**src/rtl/oc_guard_pkg.sv**
```systemverilog
package oc_guard_pkg;

  typedef enum logic [1:0] {
    OCS_REST  = 2'd0,
    OCS_LIMIT = 2'd1,
    OCS_WATCH = 2'd2,
    OCS_LATCH = 2'd3
  } oc_state_e;

endpackage

```
**src/rtl/oc_rst_sync.sv**
```systemverilog
module oc_rst_sync #(
  parameter int STAGES = 2
) (
  input  logic clk,
  input  logic arst_n,
  output logic srst_n
);

  logic [STAGES-1:0] chain_q;

  always_ff @(posedge clk or negedge arst_n) begin
    if (!arst_n) chain_q <= '0;
    else         chain_q <= {chain_q[STAGES-2:0], 1'b1};
  end

  assign srst_n = chain_q[STAGES-1];

endmodule

```
**src/rtl/oc_win_counter.sv**
```systemverilog
module oc_win_counter #(
  parameter int WIN   = 8,
  parameter int CNT_W = $clog2(2*WIN+1)
) (
  input  logic             clk,
  input  logic             rst_n,
  input  logic             clr,
  input  logic             load,
  input  logic             adv,
  output logic [CNT_W-1:0] cnt
);

  localparam logic [CNT_W-1:0] SAT = CNT_W'(2*WIN);

  logic [CNT_W-1:0] cnt_q, cnt_d;

  // clear parks the counter at saturation; load marks tick 1 of a sequence
  always_comb begin
    cnt_d = cnt_q;
    if (clr)                       cnt_d = SAT;
    else if (load)                 cnt_d = CNT_W'(1);
    else if (adv && cnt_q != SAT)  cnt_d = cnt_q + 1'b1;
  end

  always_ff @(posedge clk or negedge rst_n) begin
    if (!rst_n) cnt_q <= SAT;
    else        cnt_q <= cnt_d;
  end

  assign cnt = cnt_q;

endmodule

```
**src/rtl/oc_guard_fsm.sv**
```systemverilog
module oc_guard_fsm
  import oc_guard_pkg::*;
#(
  parameter int WIN   = 8,
  parameter int CNT_W = $clog2(2*WIN+1)
) (
  input  logic             clk,
  input  logic             rst_n,
  input  logic             active,
  input  logic             tick,
  input  logic             oc,
  input  logic [CNT_W-1:0] cnt,
  output oc_state_e        state,
  output logic             cnt_clr,
  output logic             cnt_load,
  output logic             cnt_adv
);

  localparam logic [CNT_W-1:0] LIMIT_LAST = CNT_W'(WIN-1);
  localparam logic [CNT_W-1:0] WATCH_LAST = CNT_W'(2*WIN-1);

  oc_state_e st_q, st_d;

  always_comb begin
    st_d     = st_q;
    cnt_clr  = !active;
    cnt_load = 1'b0;
    cnt_adv  = 1'b0;
    if (!active) begin
      st_d = OCS_REST;
    end else if (tick) begin
      unique case (st_q)
        OCS_REST: begin
          if (oc) begin
            st_d     = OCS_LIMIT;
            cnt_load = 1'b1;
          end
        end
        OCS_LIMIT: begin
          cnt_adv = 1'b1;
          if (cnt == LIMIT_LAST) st_d = OCS_WATCH;
        end
        OCS_WATCH: begin
          if (oc) begin
            st_d = OCS_LATCH;
          end else begin
            cnt_adv = 1'b1;
            if (cnt == WATCH_LAST) st_d = OCS_REST;
          end
        end
        OCS_LATCH: st_d = OCS_LATCH;
        default:   st_d = OCS_REST;
      endcase
    end
  end

  always_ff @(posedge clk or negedge rst_n) begin
    if (!rst_n) st_q <= OCS_REST;
    else        st_q <= st_d;
  end

  assign state = st_q;

endmodule

```
**src/rtl/oc_guard_timer.sv**
```systemverilog
module oc_guard_timer
  import oc_guard_pkg::*;
#(
  parameter int WIN          = 8,
  parameter int CHAN_W       = 1,
  parameter int DDR_OFF_CHAN = 1,
  parameter int SYNC_STAGES  = 2
) (
  input  logic              clk,
  input  logic              rst_n,
  input  logic              en,
  input  logic              sw_tick,
  input  logic              oc_hit,
  input  logic              ddr_mode,
  input  logic [CHAN_W-1:0] chan_id,
  output logic              skip_hs,
  output logic              fault_req
);

  localparam int CNT_W = $clog2(2*WIN+1);

  logic             srst_n;
  logic             chan_off;
  logic             active;
  logic             latched;
  logic [CNT_W-1:0] cnt_w;
  oc_state_e        st_w;
  logic             clr_w, load_w, adv_w;

  oc_rst_sync #(.STAGES(SYNC_STAGES)) u_rst (
    .clk    (clk),
    .arst_n (rst_n),
    .srst_n (srst_n)
  );

  assign chan_off = ddr_mode && (chan_id == CHAN_W'(DDR_OFF_CHAN));
  assign active   = en && !chan_off;

  oc_guard_fsm #(.WIN(WIN), .CNT_W(CNT_W)) u_fsm (
    .clk      (clk),
    .rst_n    (srst_n),
    .active   (active),
    .tick     (sw_tick),
    .oc       (oc_hit),
    .cnt      (cnt_w),
    .state    (st_w),
    .cnt_clr  (clr_w),
    .cnt_load (load_w),
    .cnt_adv  (adv_w)
  );

  oc_win_counter #(.WIN(WIN), .CNT_W(CNT_W)) u_cnt (
    .clk   (clk),
    .rst_n (srst_n),
    .clr   (clr_w),
    .load  (load_w),
    .adv   (adv_w),
    .cnt   (cnt_w)
  );

  assign latched   = (st_w == OCS_LATCH);
  assign fault_req = latched;
  assign skip_hs   = active && (oc_hit || latched);

endmodule

```
**config.mk**
```make
export PLATFORM = sky130hd
export DESIGN_NAME = oc_guard_timer
export DESIGN_NICKNAME = d
export VERILOG_FILES = /design/src/rtl/oc_guard_pkg.sv /design/src/rtl/oc_rst_sync.sv /design/src/rtl/oc_win_counter.sv /design/src/rtl/oc_guard_fsm.sv /design/src/rtl/oc_guard_timer.sv
export SDC_FILE = /design/constraint.sdc
export NUM_CORES = 1
export LEC_CHECK = 0
export ABC_AREA = 1
export BUFFER_PORTS_ARGS = -buffer_cell sky130_fd_sc_hd__buf_2
export CAP_MARGIN = 5
export CORE_AREA = 2 2 39 41
export CTS_CLUSTER_DIAMETER = 60
export CTS_CLUSTER_SIZE = 12
export DETAILED_ROUTE_END_ITERATION = 6
export DIE_AREA = 0 0 41 43
export HOLD_SLACK_MARGIN = 0.08
export PLACE_DENSITY_LB_ADDON = 0.3
export RECOVER_POWER = 100
export REMOVE_ABC_BUFFERS = 1
export SLEW_MARGIN = 30
export SYNTH_ARGS = -nofsm -noshare
export SYNTH_HDL_FRONTEND = slang
export SYNTH_SLANG_ARGS = --single-unit
```
**constraint.sdc**
```tcl
create_clock -name clk -period 1 [get_ports clk]
set_input_delay 0.2 -clock clk [delete_from_list [all_inputs] [get_ports clk]]
set_output_delay 0.2 -clock clk [all_outputs]
set_load 0.1 [all_outputs]
```
==> metrics.cfg, run 1 <==
[status]
status = finished with violations
violations = setup timing

[drt]
avgRoutedWirePerCell_um = 12.9
routed_wl_mm = 1.78
postRouteAntennaNets = 0
num_vias = 725
post-route-drc-count = 0
dr.pass1.iters = 4
first_iter_violations = 20
routed_via_density = 5.25

[sta]
grt_setup_unrepaired = yes
fin_crit_sh_pct = 147
clock_skew_ps = 1.56
hold_viol = 0
fin_crit_ps = 1470
fin_hold_ws_ps = 117
drv_slew = 0
finalSetupViolCount = 9
setup_tns_ps = -3170
max_freq_mhz = 680
worst_slack_ps = -470

[pwr]
p_leak_nw = 0.546
irDropWorstVdd_mv = 0.946
powerDensity_mw_per_mm2 = 927

[floorplanning]
fp.dieH_um = 43
num_rows = 14
initial_core_util_pct = 48.6
fp.coreArea_mm2 = 0.00138
io_pins = 9
dieArea_mm2 = 0.00176
die_width_um = 41

[final_layout]
num_antenna_cells = 0
num-nets-final = 138
area.growth.synth_to_final_pct = 61.9
multiInputGateArea_um2 = 507
layout_commonest_cell = nand2_1
regArea_um2 = 226
final_cell_mix = nand2_1 (19), buf_4 (15), inv_1 (8), dfrtp_1 (8), nand2_2 (7)
drive_gt1_share_pct = 54.1
fillers = 95

[clock_network]
clock_path_buffers = 2
htree_num_levels = 1
path_clk_slew_ps = 60
cts_root_buffer = clkbuf_4
cts_sinks = 9
cts_tree = built
clk_latency_ps = 260
numCtsBuffers = 3

[setup_path]
critPathLaunchType = flop
r2r-start = u_cnt.cnt[1]
endpoint_kind = output pin
cp_cell_sequence = ha_2 -> inv_2 -> a21oi_4 -> buf_12
reg2reg_to = u_fsm.state[0]
rrSetupSlack_ps = -400
cpLargestDelayFamily = flip-flops
crit_required_ps = 800
rr_worst_depth = 9
cpPeakStageDelay_ps = 410
path_buf_inv = 2
criticalPathCategory = reg2out
crit_path_top_delay_cell = dfrtp_1
arrival_ps = 1270
worst-path-max-fanout = 3

[yosys]
ys_types = 21
synth_warnings = 0
synth_ff_type = dfrtp_1
synth-seq-cells = 9
syn_area_um2 = 673
synth.avg_cell_area_um2 = 7.48
synthCells = 90
synthArstFlopShare_pct = 100
ys_seq_area_share_pct = 33.6
synth_edf_count = 0

[flow_run]
maxCapViolCount = 0

[grt]
met3_usage_pct = 2.62
overflow = 0
grt.busiest_layer = met2
groute.usage.overall_pct = 20.6
grt_max_degree = 8
grt_pass1_wl_mm = 2.36
use_met1_pct = 23.3
grt_pass1_vias = 631
grt_antenna_before_repair = 0
met2_usage_pct = 33.1

[min_path]
hp-class = reg2async

[place]
io_buffers = 8
gp_congestion = 0.944
dp_hpwl_mm = 1.14

[report_power, final]
| part | internal [W] | leakage (nW) | switching (W) |
|---|---|---|---|
| clock | 0.000153 | 0.0150 | 0.000117 |
| combinational | 0.000152 | 0.415 | 0.000181 |
| sequential | 0.000388 | 0.116 | 0.0000174 |
[flip-flops by register name, indices dropped and copies added (netlist names)]
signal	cells
u_cnt.cnt	5
u_fsm.state	2
u_rst.chain_q	2
[metal layers]
metal  wire length, um  vias up
li1                  -      346
met1               662      344
met2               974       26
met3                73        9
met4                72        0
met5                 0        -
[how the worst max path moves through the flow]
stage                    from              to  slack, ps  cells past startpoint
2_1_floorplan  u_fsm.state[1]         skip_hs      -2090                      3
3_3_place_gp     u_cnt.cnt[0]    u_cnt.cnt[4]       -330                      7
3_5_place_dp     u_cnt.cnt[0]  u_fsm.state[0]       -380                      9
4_1_cts        u_fsm.state[0]         skip_hs       -410                      4
5_1_grt        u_fsm.state[1]         skip_hs       -530                      4
6_report       u_fsm.state[1]         skip_hs       -470                      4
[through the flow]
stage / setup slack, ps / power (W) / utilization (%) / std cells / instance area [um2]
after floorplan: -2090 / 0.000550 / - / 90 / 673
after global placement: -330 / 0.000632 / 62.6 / 126 / 866
after detailed placement: -381 / 0.000639 / 62.6 / 126 / 866
after CTS: -410 / 0.000932 / 67.5 / 133 / 933
after global routing: -525 / 0.00106 / 78.8 / 138 / 1090
final: -470 / 0.00101 / 78.8 / 138 / 1090
[cells by family (layout without fill, tap and decap cells)]
family,after synthesis,after routing,synth area share (%)
buffers and inverters,16,48,8.92
DFF,9,9,33.6
other,1,1,0.557
and+or+nand+nor,49,49,36.2
adders and majority gates,8,8,14.9
AOI/OAI and AO/OA,7,7,5.76
[repair_timing]
| item | in CTS | in global routing |
|---|---|---|
| endpoints found under the setup margin | 9 | 9 |
| hold endpoints to repair | 2 | 0 |
| buffers inserted | 2 | 5 |
| pin swaps | 3 | 13 |
| gates resized for setup | 5 | 33 |
| hold buffers | 1 | 0 |
[cells in the mapped netlist, types with 2 or more instances]
cell     instances  area, um2
ha_1             8        100
a21oi_1          3       15.0
inv_2            3       11.3
o21ai_1          2       10.0
nand4_1          4       25.0
inv_1           13       48.8
nand3_1          6       30.0
dfrtp_1          8        200
nand2_4          2       22.5
nand2_1         25       93.8
nor2_1           6       22.5
[worst register-to-register path: cells and delay by family (launching register included)]
kind | cells | cell delay, ps
flip-flops | 1 | 380
adder cells (fa/ha/maj) | 2 | 340
AND/OR/NAND/NOR | 7 | 570
[cell type report]
cell class | count | area share, %
clock buffer | 4 | 2.41
sequential | 9 | 20.8
inverter | 16 | 5.97
timing repair buffer | 28 | 22.5
multi-input combinational | 65 | 46.5
tap | 16 | 1.84
(Power assumes the default switching activity.)
==> run 2, diff against run 1 <==
--- a/config.mk
+++ b/config.mk
@@ -16,7 +16,6 @@
 export HOLD_SLACK_MARGIN = 0.08
 export PLACE_DENSITY_LB_ADDON = 0.3
 export RECOVER_POWER = 100
-export REMOVE_ABC_BUFFERS = 1
 export SLEW_MARGIN = 30
 export SYNTH_ARGS = -nofsm -noshare
 export SYNTH_HDL_FRONTEND = slang
==> run 2 against run 1 <==
  * The run still ends with setup timing left
  * Worst setup slack better by 5.1 ps
  * Clock power barely moved
  * Register-to-register slack worse by 30 ps
  * First-iteration DRC count decreased by 50%
  * Highest routed layer unchanged
==> metrics.cfg, run 2 (same netlist as run 1, synthesis figures left out) <==
[yosys]
synth_fp_nets = 105

[place]
gp_congestion = 0.823
preCtsSetupSlack_ps = -370
io_buffers = 8
dp_hpwl_mm = 1.15

[drt]
dr.pass1.iters = 4
postRouteAntennaNets = 0
num_vias = 707
avgRoutedWirePerCell_um = 13.3
routed_wl_mm = 1.88
first_iter_violations = 10
routed_via_density = 4.98
post-route-drc-count = 0

[floorplanning]
dieArea_mm2 = 0.00176
fp.coreArea_mm2 = 0.00138
num_rows = 14
fp.dieH_um = 43
initial_core_util_pct = 48.6
die_width_um = 41
io_pins = 9

[setup_path]
arrival_ps = 1260
endpoint_kind = output pin
criticalPathCategory = reg2out
rr_worst_depth = 9
reg2reg_to = u_fsm.state[0]
critPathLaunchType = flop
worst-path-max-fanout = 2
rrSetupSlack_ps = -430
crit_required_ps = 800
r2r-start = u_cnt.cnt[0]

[status]
status = finished with violations
violations = setup timing

[pwr]
powerDensity_mw_per_mm2 = 912
irDropWorstVdd_mv = 0.767
p_leak_nw = 0.570
power_w = 0.00104

[clock_network]
cts_sinks = 9
cts_root_buffer = clkbuf_4
numCtsBuffers = 3
clock_path_buffers = 2
cts_tree = built
clk_latency_ps = 260
htree_num_levels = 1
path_clk_slew_ps = 60

[grt]
overflow = 0
grt_max_degree = 8
grt_antenna_before_repair = 0
grt_pass1_vias = 632
grt_pass1_wl_mm = 2.53
groute.usage.overall_pct = 21.8

[sta]
hold_viol = 0
grt_setup_unrepaired = yes
fin_crit_ps = 1460
max_freq_mhz = 683
fin_hold_ws_ps = 116
setup_tns_ps = -3610
worst_slack_ps = -465
drv_slew = 0
finalSetupViolCount = 9
clock_skew_ps = 2.19
fin_crit_sh_pct = 146

[min_path]
hp-class = reg2async

[final_layout]
multiInputGateArea_um2 = 534
num_antenna_cells = 0
regArea_um2 = 226
drive_gt1_share_pct = 55.6
final_cell_mix = buf_4 (19), nand2_1 (17), inv_1 (10)
num-nets-final = 142
fillers = 84
finish.utilization_pct = 82.5
layout_commonest_cell = buf_4
area.growth.synth_to_final_pct = 69.5
largest_register_ffs = 5

[flow_run]
maxCapViolCount = 0

[run 2: worst max-delay path, cell delays in order (launching register included)]
cell and delay, ps:
dfrtp_1 380, buf_6 120, ha_4 140, inv_4 40, a21oi_4 130, buf_12 190
[run 2: cell type report]
cell class,instances,share of cell area [%]
repair buffers,32,23.4
clock buffers,4,2.30
flip-flops and latches,9,19.8
well taps,16,1.75
inverters,16,5.92
multi-input cells,65,46.8
[run 2: where the power goes]
group	total (W)	internal, W	switching, W
registers	0.000407	0.000389	0.0000183
logic	0.000360	0.000162	0.000198
clock network	0.000273	0.000153	0.000120
total	0.00104	0.000704	0.000336
[run 2: metrics by stage]
stage                     instances  instance area [um2]
after global placement          130                  912
after global routing            142                 1140
after floorplan                  90                  702
after CTS                       140                 1040
final                           142                 1140
after detailed placement        130                  912
[run 2: worst max-delay path by stage]
stage	from	end	slack [ps]
after floorplan	u_fsm.state[1]	skip_hs	-610
after global routing	u_fsm.state[1]	skip_hs	-510
after global placement	u_cnt.cnt[1]	u_fsm.state[0]	-300
after detailed placement	u_cnt.cnt[1]	u_fsm.state[1]	-370
final	u_fsm.state[1]	skip_hs	-460
after CTS	u_fsm.state[1]	skip_hs	-440
[run 2: timing repair]
item / 4_1_cts / 5_1_grt
endpoints found under the hold margin: 2 / 0
endpoints found under the setup margin: 9 / 9
buffers inserted: 5 / 2
pin swaps: 7 / 6
resized for setup: 17 / 20
hold buffers: 1 / 0
[run 2: metal layers]
| metal | track usage [%] | vias to the layer above | part of all wire (%) |
|---|---|---|---|
| li1 | - | 354 | - |
| met1 | 24.1 | 324 | 37 |
| met2 | 37.2 | 26 | 57 |
| met3 | 6.81 | 3 | 5.0 |
| met4 | 7.33 | 0 | 0.85 |
| met5 | 0 | - | 0 |
==> run 3, diff against run 2 <==
--- a/config.mk
+++ b/config.mk
@@ -8,14 +8,17 @@
 export ABC_AREA = 1
 export BUFFER_PORTS_ARGS = -buffer_cell sky130_fd_sc_hd__buf_2
 export CAP_MARGIN = 5
-export CORE_AREA = 2 2 39 41
+export CELL_PAD_IN_SITES_DETAIL_PLACEMENT = 1
+export CELL_PAD_IN_SITES_GLOBAL_PLACEMENT = 1
+export CORE_MARGIN = 2
+export CORE_UTILIZATION = 39
 export CTS_CLUSTER_DIAMETER = 60
 export CTS_CLUSTER_SIZE = 12
 export DETAILED_ROUTE_END_ITERATION = 6
-export DIE_AREA = 0 0 41 43
 export HOLD_SLACK_MARGIN = 0.08
 export PLACE_DENSITY_LB_ADDON = 0.3
 export RECOVER_POWER = 100
+export REMOVE_ABC_BUFFERS = 1
 export SLEW_MARGIN = 30
 export SYNTH_ARGS = -nofsm -noshare
 export SYNTH_HDL_FRONTEND = slang
==> run 3 against run 2 <==
  * The run still ends with setup timing left
  * Critical path type unchanged
  * Sequential power is essentially flat
  * Flip-flop and latch count is the same
  * Non-clock buffer count is the same
  * Critical endpoint unchanged
  * Via count grew 1.4%
  * Die area grew 18%
  * Critical path depth shrank 1
  * Register-to-register slack lost 50 ps
  * Worst hold slack gained 7.8 ps
==> metrics.cfg, run 3 (same netlist as run 1, synthesis figures left out) <==
[clock_network]
cts_root_buffer = clkbuf_4
cts_sinks = 9
numCtsBuffers = 3
cts_tree = built
clock_path_buffers = 2
htree_num_levels = 1
clk_latency_ps = 270
path_clk_slew_ps = 80

[sta]
drv_slew = 0
worst_slack_ps = -500
fin_crit_ps = 1500
grt_setup_unrepaired = yes
fin_hold_ws_ps = 124
finalSetupViolCount = 9
clock_skew_ps = 10.0
max_freq_mhz = 667
setup_tns_ps = -4010
hold_viol = 0
fin_crit_sh_pct = 150

[drt]
routed_via_density = 5.01
routed_wl_mm = 2.39
first_iter_violations = 6
avgRoutedWirePerCell_um = 16.7
dr.pass1.iters = 3
postRouteAntennaNets = 0
num_vias = 717
post-route-drc-count = 0

[status]
status = finished with violations
violations = setup timing

[setup_path]
worst-path-max-fanout = 4
r2r-start = u_cnt.cnt[1]
rrSetupSlack_ps = -480
reg2reg_to = u_fsm.state[1]
rr_worst_depth = 9
crit_required_ps = 800
critPathLaunchType = flop
endpoint_kind = output pin
arrival_ps = 1300
criticalPathCategory = reg2out

[flow_run]
maxCapViolCount = 0

[final_layout]
largest_register_ffs = 5
drive_gt1_share_pct = 51.6
final_cell_mix = nand2_1 (22), buf_4 (21), inv_1 (8), dfrtp_1 (8), inv_2 (7)
num_antenna_cells = 0
area.growth.synth_to_final_pct = 60.4
num-nets-final = 142
finish.utilization_pct = 64.6
fillers = 201
layout_commonest_cell = nand2_1

[grt]
groute.usage.overall_pct = 24.9
grt_pass1_wl_mm = 3.42
overflow = 0
grt_antenna_before_repair = 0
grt_pass1_vias = 774
grt_max_degree = 8

[place]
dp_hpwl_mm = 1.54
gp_congestion = 0.817
io_buffers = 8
preCtsSetupSlack_ps = -504

[floorplanning]
die_width_um = 45.5
io_pins = 9
num_rows = 15
initial_core_util_pct = 40.3
dieArea_mm2 = 0.00207
fp.dieH_um = 45.5
fp.coreArea_mm2 = 0.00167

[min_path]
hp-class = reg2async

[pwr]
irDropWorstVdd_mv = 0.789
p_leak_nw = 0.567
powerDensity_mw_per_mm2 = 958

## run 3: stage by stage
stage	instances	instance area (um2)	total power [W]
floorplan	90	673	0.000550
global placement	132	905	0.000650
detailed placement	132	905	0.000665
CTS	142	1030	0.00100
global route	143	1080	0.00109
finish	143	1080	0.00103
## run 3: area by class of cell
type	instances	area, um2	share of cell area (%)
multi-input cells	65	473	43.8
repair buffers	32	268	24.8
flip-flops and latches	9	226	21.0
inverters	16	65.1	6.03
clock buffers	4	26.3	2.43
well taps	17	21.3	1.97
## run 3: worst max-delay path, cell delays in order (launching register included)
cell	delay (ps)
dfrtp_1	430
ha_2	230
inv_2	50
a21oi_4	130
buf_12	180
## run 3: worst max-delay path by stage
stage,start,to,slack [ps]
5_1_grt,u_fsm.state[1],skip_hs,-550
3_5_place_dp,u_cnt.cnt[1],u_fsm.state[1],-500
6_report,u_fsm.state[1],skip_hs,-500
3_3_place_gp,u_cnt.cnt[1],u_fsm.state[0],-380
4_1_cts,u_cnt.cnt[1],u_fsm.state[1],-460
2_1_floorplan,u_fsm.state[1],skip_hs,-2090
## run 3: power by group
part	switching (W)	internal, W	leakage, nW	total [W]
sequential	0.0000189	0.000388	0.116	0.000407
clock	0.000153	0.000155	0.0150	0.000308
combinational	0.000180	0.000140	0.436	0.000320
total	0.000352	0.000682	0.567	0.00103
## run 3: what timing repair did
item	in CTS	in global routing
hold buffers	1	0
pin swaps	2	10
endpoints found under the hold margin	2	0
endpoints found under the setup margin	9	9
buffers inserted	5	1
cloned	0	0
resized for setup	19	11
## run 3: metal layers
layer / track usage [%] / vias to the layer above / part of all wire (%)
met5: 0 / - / 0
met4: 12.9 / 0 / 1.4
met3: 2.78 / 6 / 2.0
met2: 48.5 / 13 / 58
met1: 25.2 / 346 / 38
li1: - / 352 / -
